$ cat config.mk
export PLATFORM = sky130hd
export DESIGN_NAME = lin_mode_ctrl
export DESIGN_NICKNAME = d
export VERILOG_FILES = /design/src/rtl/lin_mode_pkg.sv /design/src/rtl/lin_en_sync.sv /design/src/rtl/lin_en_filter.sv /design/src/rtl/lin_mode_fsm.sv /design/src/rtl/lin_mode_ctrl.sv
export SDC_FILE = /design/constraint.sdc
export NUM_CORES = 1
export LEC_CHECK = 0
export BUFFER_PORTS_ARGS = -buffer_cell sky130_fd_sc_hd__buf_2
export CAP_MARGIN = 15
export CORE_MARGIN = 8
export CORE_UTILIZATION = 46
export CTS_BUF_LIST = sky130_fd_sc_hd__clkbuf_8
export DETAILED_ROUTE_END_ITERATION = 8
export PLACE_DENSITY = 0.64
export SLEW_MARGIN = 25
export SYNTH_ARGS = -nofsm -noshare
export SYNTH_HDL_FRONTEND = slang
export SYNTH_SLANG_ARGS = --single-unit
$ cat constraint.sdc
create_clock -name clk -period 4.4 [get_ports clk]
set_input_delay 0.66 -clock clk [delete_from_list [all_inputs] [get_ports clk]]
set_output_delay 0.66 -clock clk [all_outputs]
set_load 0.05 [all_outputs]
$ cat src/rtl/lin_mode_pkg.sv
package lin_mode_pkg;
  typedef enum logic [1:0] {
    MS_OFF   = 2'd0,
    MS_STBY  = 2'd1,
    MS_NORM  = 2'd2,
    MS_SLEEP = 2'd3
  } mode_e;

  localparam logic [1:0] TERM_FLOAT = 2'b00;
  localparam logic [1:0] TERM_RES   = 2'b01;
  localparam logic [1:0] TERM_CSRC  = 2'b10;

  localparam logic [1:0] RX_REL  = 2'b00;
  localparam logic [1:0] RX_DATA = 2'b01;
  localparam logic [1:0] RX_LOW  = 2'b10;
endpackage

$ cat src/rtl/lin_en_sync.sv
module lin_en_sync #(
  parameter int STAGES = 2
) (
  input  logic clk,
  input  logic rst_n,
  input  logic d,
  output logic q
);
  logic [STAGES-1:0] sh;

  for (genvar i = 0; i < STAGES; i++) begin : g_stage
    if (i == 0) begin : g_first
      always_ff @(posedge clk or negedge rst_n)
        if (!rst_n) sh[0] <= 1'b0;
        else        sh[0] <= d;
    end else begin : g_next
      always_ff @(posedge clk or negedge rst_n)
        if (!rst_n) sh[i] <= 1'b0;
        else        sh[i] <= sh[i-1];
    end
  end

  assign q = sh[STAGES-1];
endmodule

$ cat src/rtl/lin_en_filter.sv
module lin_en_filter #(
  parameter int ON_CYC  = 100,
  parameter int OFF_CYC = 100
) (
  input  logic clk,
  input  logic rst_n,
  input  logic en_s,
  output logic hi_done,
  output logic lo_done
);
  localparam int MAXC = (ON_CYC > OFF_CYC) ? ON_CYC : OFF_CYC;
  localparam int CW   = $clog2(MAXC + 1);

  logic          lvl;
  logic [CW-1:0] run;

  always_ff @(posedge clk or negedge rst_n) begin
    if (!rst_n) begin
      lvl <= 1'b0;
      run <= '0;
    end else if (en_s != lvl) begin
      lvl <= en_s;
      run <= CW'(1);
    end else if (run != CW'(MAXC)) begin
      run <= run + CW'(1);
    end
  end

  assign hi_done = lvl  && (run >= CW'(ON_CYC));
  assign lo_done = !lvl && (run >= CW'(OFF_CYC));
endmodule

$ cat src/rtl/lin_mode_fsm.sv
module lin_mode_fsm
  import lin_mode_pkg::*;
(
  input  logic       clk,
  input  logic       rst_n,
  input  logic       por_ok,
  input  logic       en_s,
  input  logic       hi_done,
  input  logic       lo_done,
  input  logic       wake_pulse,
  input  logic       wake_local,
  output logic       tx_enable,
  output logic       inh_drive,
  output logic [1:0] term_sel,
  output logic [1:0] rx_mode,
  output logic       txd_pd_strong
);
  mode_e mode_q, mode_d;
  logic  rxlow_q, rxlow_d;
  logic  pdstr_q, pdstr_d;

  always_comb begin
    mode_d  = mode_q;
    rxlow_d = rxlow_q;
    pdstr_d = pdstr_q;
    if (!por_ok) begin
      mode_d  = MS_OFF;
      rxlow_d = 1'b0;
      pdstr_d = 1'b0;
    end else begin
      unique case (mode_q)
        MS_OFF: begin
          mode_d  = MS_STBY;
          rxlow_d = 1'b0;
          pdstr_d = 1'b0;
        end
        MS_STBY: begin
          if (hi_done) begin
            mode_d  = MS_NORM;
            rxlow_d = 1'b0;
            pdstr_d = 1'b0;
          end else if (en_s) begin
            rxlow_d = 1'b0;
            pdstr_d = 1'b0;
          end
        end
        MS_NORM: begin
          if (wake_pulse && !en_s) begin
            mode_d  = MS_STBY;
            rxlow_d = 1'b1;
            pdstr_d = wake_local;
          end else if (lo_done) begin
            mode_d = MS_SLEEP;
          end
        end
        MS_SLEEP: begin
          if (wake_pulse) begin
            mode_d  = MS_STBY;
            rxlow_d = 1'b1;
            pdstr_d = wake_local;
          end else if (hi_done) begin
            mode_d  = MS_NORM;
            rxlow_d = 1'b0;
            pdstr_d = 1'b0;
          end
        end
        default: mode_d = MS_OFF;
      endcase
    end
  end

  always_ff @(posedge clk or negedge rst_n) begin
    if (!rst_n) begin
      mode_q  <= MS_OFF;
      rxlow_q <= 1'b0;
      pdstr_q <= 1'b0;
    end else begin
      mode_q  <= mode_d;
      rxlow_q <= rxlow_d;
      pdstr_q <= pdstr_d;
    end
  end

  always_comb begin
    tx_enable     = 1'b0;
    inh_drive     = 1'b0;
    term_sel      = TERM_FLOAT;
    rx_mode       = RX_REL;
    txd_pd_strong = 1'b0;
    unique case (mode_q)
      MS_STBY: begin
        inh_drive     = 1'b1;
        term_sel      = TERM_RES;
        rx_mode       = rxlow_q ? RX_LOW : RX_REL;
        txd_pd_strong = pdstr_q;
      end
      MS_NORM: begin
        tx_enable = 1'b1;
        inh_drive = 1'b1;
        term_sel  = TERM_RES;
        rx_mode   = RX_DATA;
      end
      MS_SLEEP: term_sel = TERM_CSRC;
      default: ;
    endcase
  end
endmodule

$ cat src/rtl/lin_mode_ctrl.sv
module lin_mode_ctrl #(
  parameter int CLK_MHZ     = 20,
  parameter int SYNC_STAGES = 2,
  parameter int EN_ON_CYC   = 5 * CLK_MHZ,
  parameter int EN_OFF_CYC  = 5 * CLK_MHZ
) (
  input  logic       clk,
  input  logic       rst_n,
  input  logic       por_ok,
  input  logic       en_pin,
  input  logic       wake_pulse,
  input  logic       wake_local,
  output logic       tx_enable,
  output logic       inh_drive,
  output logic [1:0] term_sel,
  output logic [1:0] rx_mode,
  output logic       txd_pd_strong
);
  logic en_s;
  logic hi_done;
  logic lo_done;

  lin_en_sync #(.STAGES(SYNC_STAGES)) u_sync (
    .clk(clk), .rst_n(rst_n), .d(en_pin), .q(en_s)
  );

  lin_en_filter #(.ON_CYC(EN_ON_CYC), .OFF_CYC(EN_OFF_CYC)) u_filt (
    .clk(clk), .rst_n(rst_n), .en_s(en_s), .hi_done(hi_done), .lo_done(lo_done)
  );

  lin_mode_fsm u_fsm (
    .clk(clk), .rst_n(rst_n), .por_ok(por_ok), .en_s(en_s),
    .hi_done(hi_done), .lo_done(lo_done),
    .wake_pulse(wake_pulse), .wake_local(wake_local),
    .tx_enable(tx_enable), .inh_drive(inh_drive), .term_sel(term_sel),
    .rx_mode(rx_mode), .txd_pd_strong(txd_pd_strong)
  );
endmodule

==> summary.md <==
| Metric | Value |
|---|---|
| Die width | `59.2 microns` |
| WHS | `310 ps` |
| Rows | `15` |
| Flops & latches, synth | `14` |
| Setup TNS | `0 ps` |
| Cts bufs inserted | `3` |
| Inst Count DP | `118` |
| Antenna-violating nets left | `0` |
| Syn nets | `97` |
| Routed vias | `639` |
| DP HPWL | `1.20 mm` |
| Seq/Total Area, Yosys | `40.9%` |
| CP endpoint kind | `output pin` |
| Max-cap violation count | `0` |
| Worst Path Arrival | `1390 ps` |
| Gr ovfl total | `0` |
| Via-per-instance ratio | `5.24` |
| Synth Area in Simple Gates | `18.4%` |
| RSZ-0062 raised after global routing | `no` |
| Synth Area in Adders | `8.76%` |
| CP max stage cell | `dfrtp_1` |
| Yosys cell types | `36` |
| Worst Hold Class | `primary input to async pin` |
| Largest family of logic cells by synthesized area | `compound AO/OA/AOI/OAI gates` |
| CP top delay family | `flip-flops` |
| Crit-path cells | `inv_1 > ha_1 > and2_1 > buf_2` |
| IO buf count | `12` |
| Crit path time final | `2050 ps` |
| Critical Path RT | `3740 ps` |
| Clock Power Share | `38.3%` |
| Die area | `0.00350 sq mm` |
| Met2 WL | `706 microns` |
| Mux share of post-synthesis cell area | `3.50%` |
| Compound-Gate Fraction of Synth Area | `19.0%` |
| Antenna Cells | `0` |
| Detailed Routing Iterations Pass 1 | `3` |
| Top sig layer | `met4` |
| Post-CTS setup buffer count | `0` |
| First-iteration detailed-routing DRC count | `11` |
| CTS root buf | `clkbuf_8` |
| Clock skew | `1.08 ps` |
| Largest net degree at the start of global routing | `15` |
| Final hold vios | `0` |
| Total GRT Usage | `10.5%` |
| Worst Path Max Fanout | `5` |
| Xor/xnor share of the synthesized area | `4.09%` |
| Slew @ Worst Pin | `544 ps` |
| Post-synth EDFFs | `0` |
| Met3 wire len | `95 microns` |
| Largest buffer count on any clock path | `2` |
| Leakage Power | `0.465 nW` |
| Die height | `59.2 microns` |
| Final cell count without fillers | `122` |
| Mapped Cells | `85` |
| Pwr Density | `331 mW/mm^2` |
| GP Congestion | `0.774` |
| Async SR Flop Fraction | `100%` |
| Switching power | `0.0885 mW` |
| Skew-Pair Late Insertion Delay | `240 ps` |
| H-tree levels | `1` |
| Nets | `110` |
| Core area | `0.00175 sq mm` |
| Cts repair resizes | `0` |
| Power Total | `0.324 mW` |
| Peak VDD IR | `0.000255 V` |
| Critical path type | `flip-flop to output pin` |
| Max frequency | `489 MHz` |
| Sw Share | `27.3%` |
| Ys Warns | `0` |
| WP buf/inv | `2` |
| Max_slew headroom | `63.6%` |
| Number of setup violations in the final report | `0` |
| Worst-path clk slew | `60 ps` |
| Max incr delay on CP | `420 ps` |
| M1 WL | `791 microns` |
| Layout area overhead | `14.3%` |
| Most common cell after layout, fill and taps aside | `dfrtp_1` |
| Flop pwr share | `46.7%` |
| Most frequent cells in the layout | `14 x dfrtp_1, 12 x buf_2, 10 x nand2_1, 7 x nor2_1` |
| Cell internal pwr | `0.236 mW` |
| Layout cells sized above 1 | `24.7%` |
| Ys flop type | `dfrtp_1` |
| Antenna violations before repair | `0` |
| Post-Syn Area | `857 sq um` |
| Starting density of the core | `49.1%` |
| Vias in the first global route | `602` |
| TritonCTS clock tree | `built` |
| Tcrit/Tclk final | `46.5%` |
| Final Max Tran Viols | `0` |
| Drc violations | `0` |
| Crit start category | `flip-flop` |
| Routed WL | `1.60 mm` |
| Finished Core Util | `56.1%` |
| Syn avg cell area | `10.1 sq um` |
| IO Pins | `13` |
| First-pass GRT wire length | `2.80 mm` |
| Comb pwr share | `15.1%` |
| # clock sinks | `14` |
| Status | `finished clean` |
| Avg WL per Cell | `13.1 microns` |
| CTS Hold Buffers Added | `0` |
-- registers in the layout (all words and copies together) (netlist names) --
signal         flops
u_filt.run         7
u_filt.lvl         1
u_sync.sh          1
u_sync.q           1
u_fsm.mode_q       2
u_fsm.rxlow_q      1
u_fsm.pdstr_q      1
-- path summary, 6_finish.rpt --
check                                 from         endpoint  slack (ps)  cells past startpoint
setup / recovery           u_fsm.mode_q[1]    txd_pd_strong        2350                      4
hold / removal                       rst_n    u_fsm.rxlow_q         310                      1
setup reg to reg           u_fsm.mode_q[0]  u_fsm.mode_q[1]        2780                      6
hold reg to reg               u_sync.sh[0]         u_sync.q         350                      0
max in group asynchronous            rst_n     u_sync.sh[0]        3850                      1
min in group clk              u_sync.sh[0]         u_sync.q         350                      0
-- logic make-up after synthesis --
group | count (synthesis)
AO/OA/AOI/OAI | 18
XOR/XNOR | 4
adder cells (fa/ha/maj) | 6
buffers and inverters | 10
flip-flops | 14
multiplexers | 3
AND/OR/NAND/NOR | 30
-- stage by stage --
| step | worst slack, ps | area [sq um] |
|---|---|---|
| 2_1_floorplan | 2380 | 857 |
| 3_3_place_gp | 2640 | 925 |
| 3_5_place_dp | 2610 | 925 |
| 4_1_cts | 2340 | 980 |
| 5_1_grt | 2260 | 980 |
| 6_report | 2350 | 980 |
-- metal layers --
metal	global-route usage, %	up-vias
met1	13.4	307
met2	15.4	10
li1	-	320
met4	4.10	0
met3	3.90	2
met5	0	-
-- worst register-to-register path: stages (launching register included) --
cell and delay [ps]:
dfrtp_1 420, inv_1 100, ha_1 290, nand2_1 100
a311oi_1 360, nor3_1 100, nor3_2 170
-- cells in the mapped netlist (all sizes together) (2+ instances only) --
master	instances	area share, %
a21o	2	1.8
a21oi	2	1.2
a31oi	2	3.2
and2	2	1.5
buf	3	2.3
dfrtp	14	41
ha	6	8.8
inv	6	2.6
mux2i	3	3.5
nand2	10	4.4
nand3	4	3.5
nor2	7	3.1
nor3	3	2.3
o21ai	2	1.6
xnor2	2	2.0
xor2	2	2.0
-- cell type report --
cell class / count / area, sq um
clock buffers: 4 / 55.1
fillers: 164 / 766
inverters: 6 / 22.5
multi-input cells: 61 / 460
flip-flops and latches: 14 / 350
well taps: 25 / 31.3
repair buffers: 12 / 60.1
-- power groups by stage --
stage / sequential [mW] / combinational (mW) / clock (mW)
2_1_floorplan: 0.150 / 0.0399 / 0
3_3_place_gp: 0.153 / 0.0481 / 0
3_5_place_dp: 0.153 / 0.0496 / 0
4_1_cts: 0.151 / 0.0498 / 0.128
5_1_grt: 0.153 / 0.0547 / 0.133
6_report: 0.151 / 0.0488 / 0.124
(Power assumes the default switching activity.)
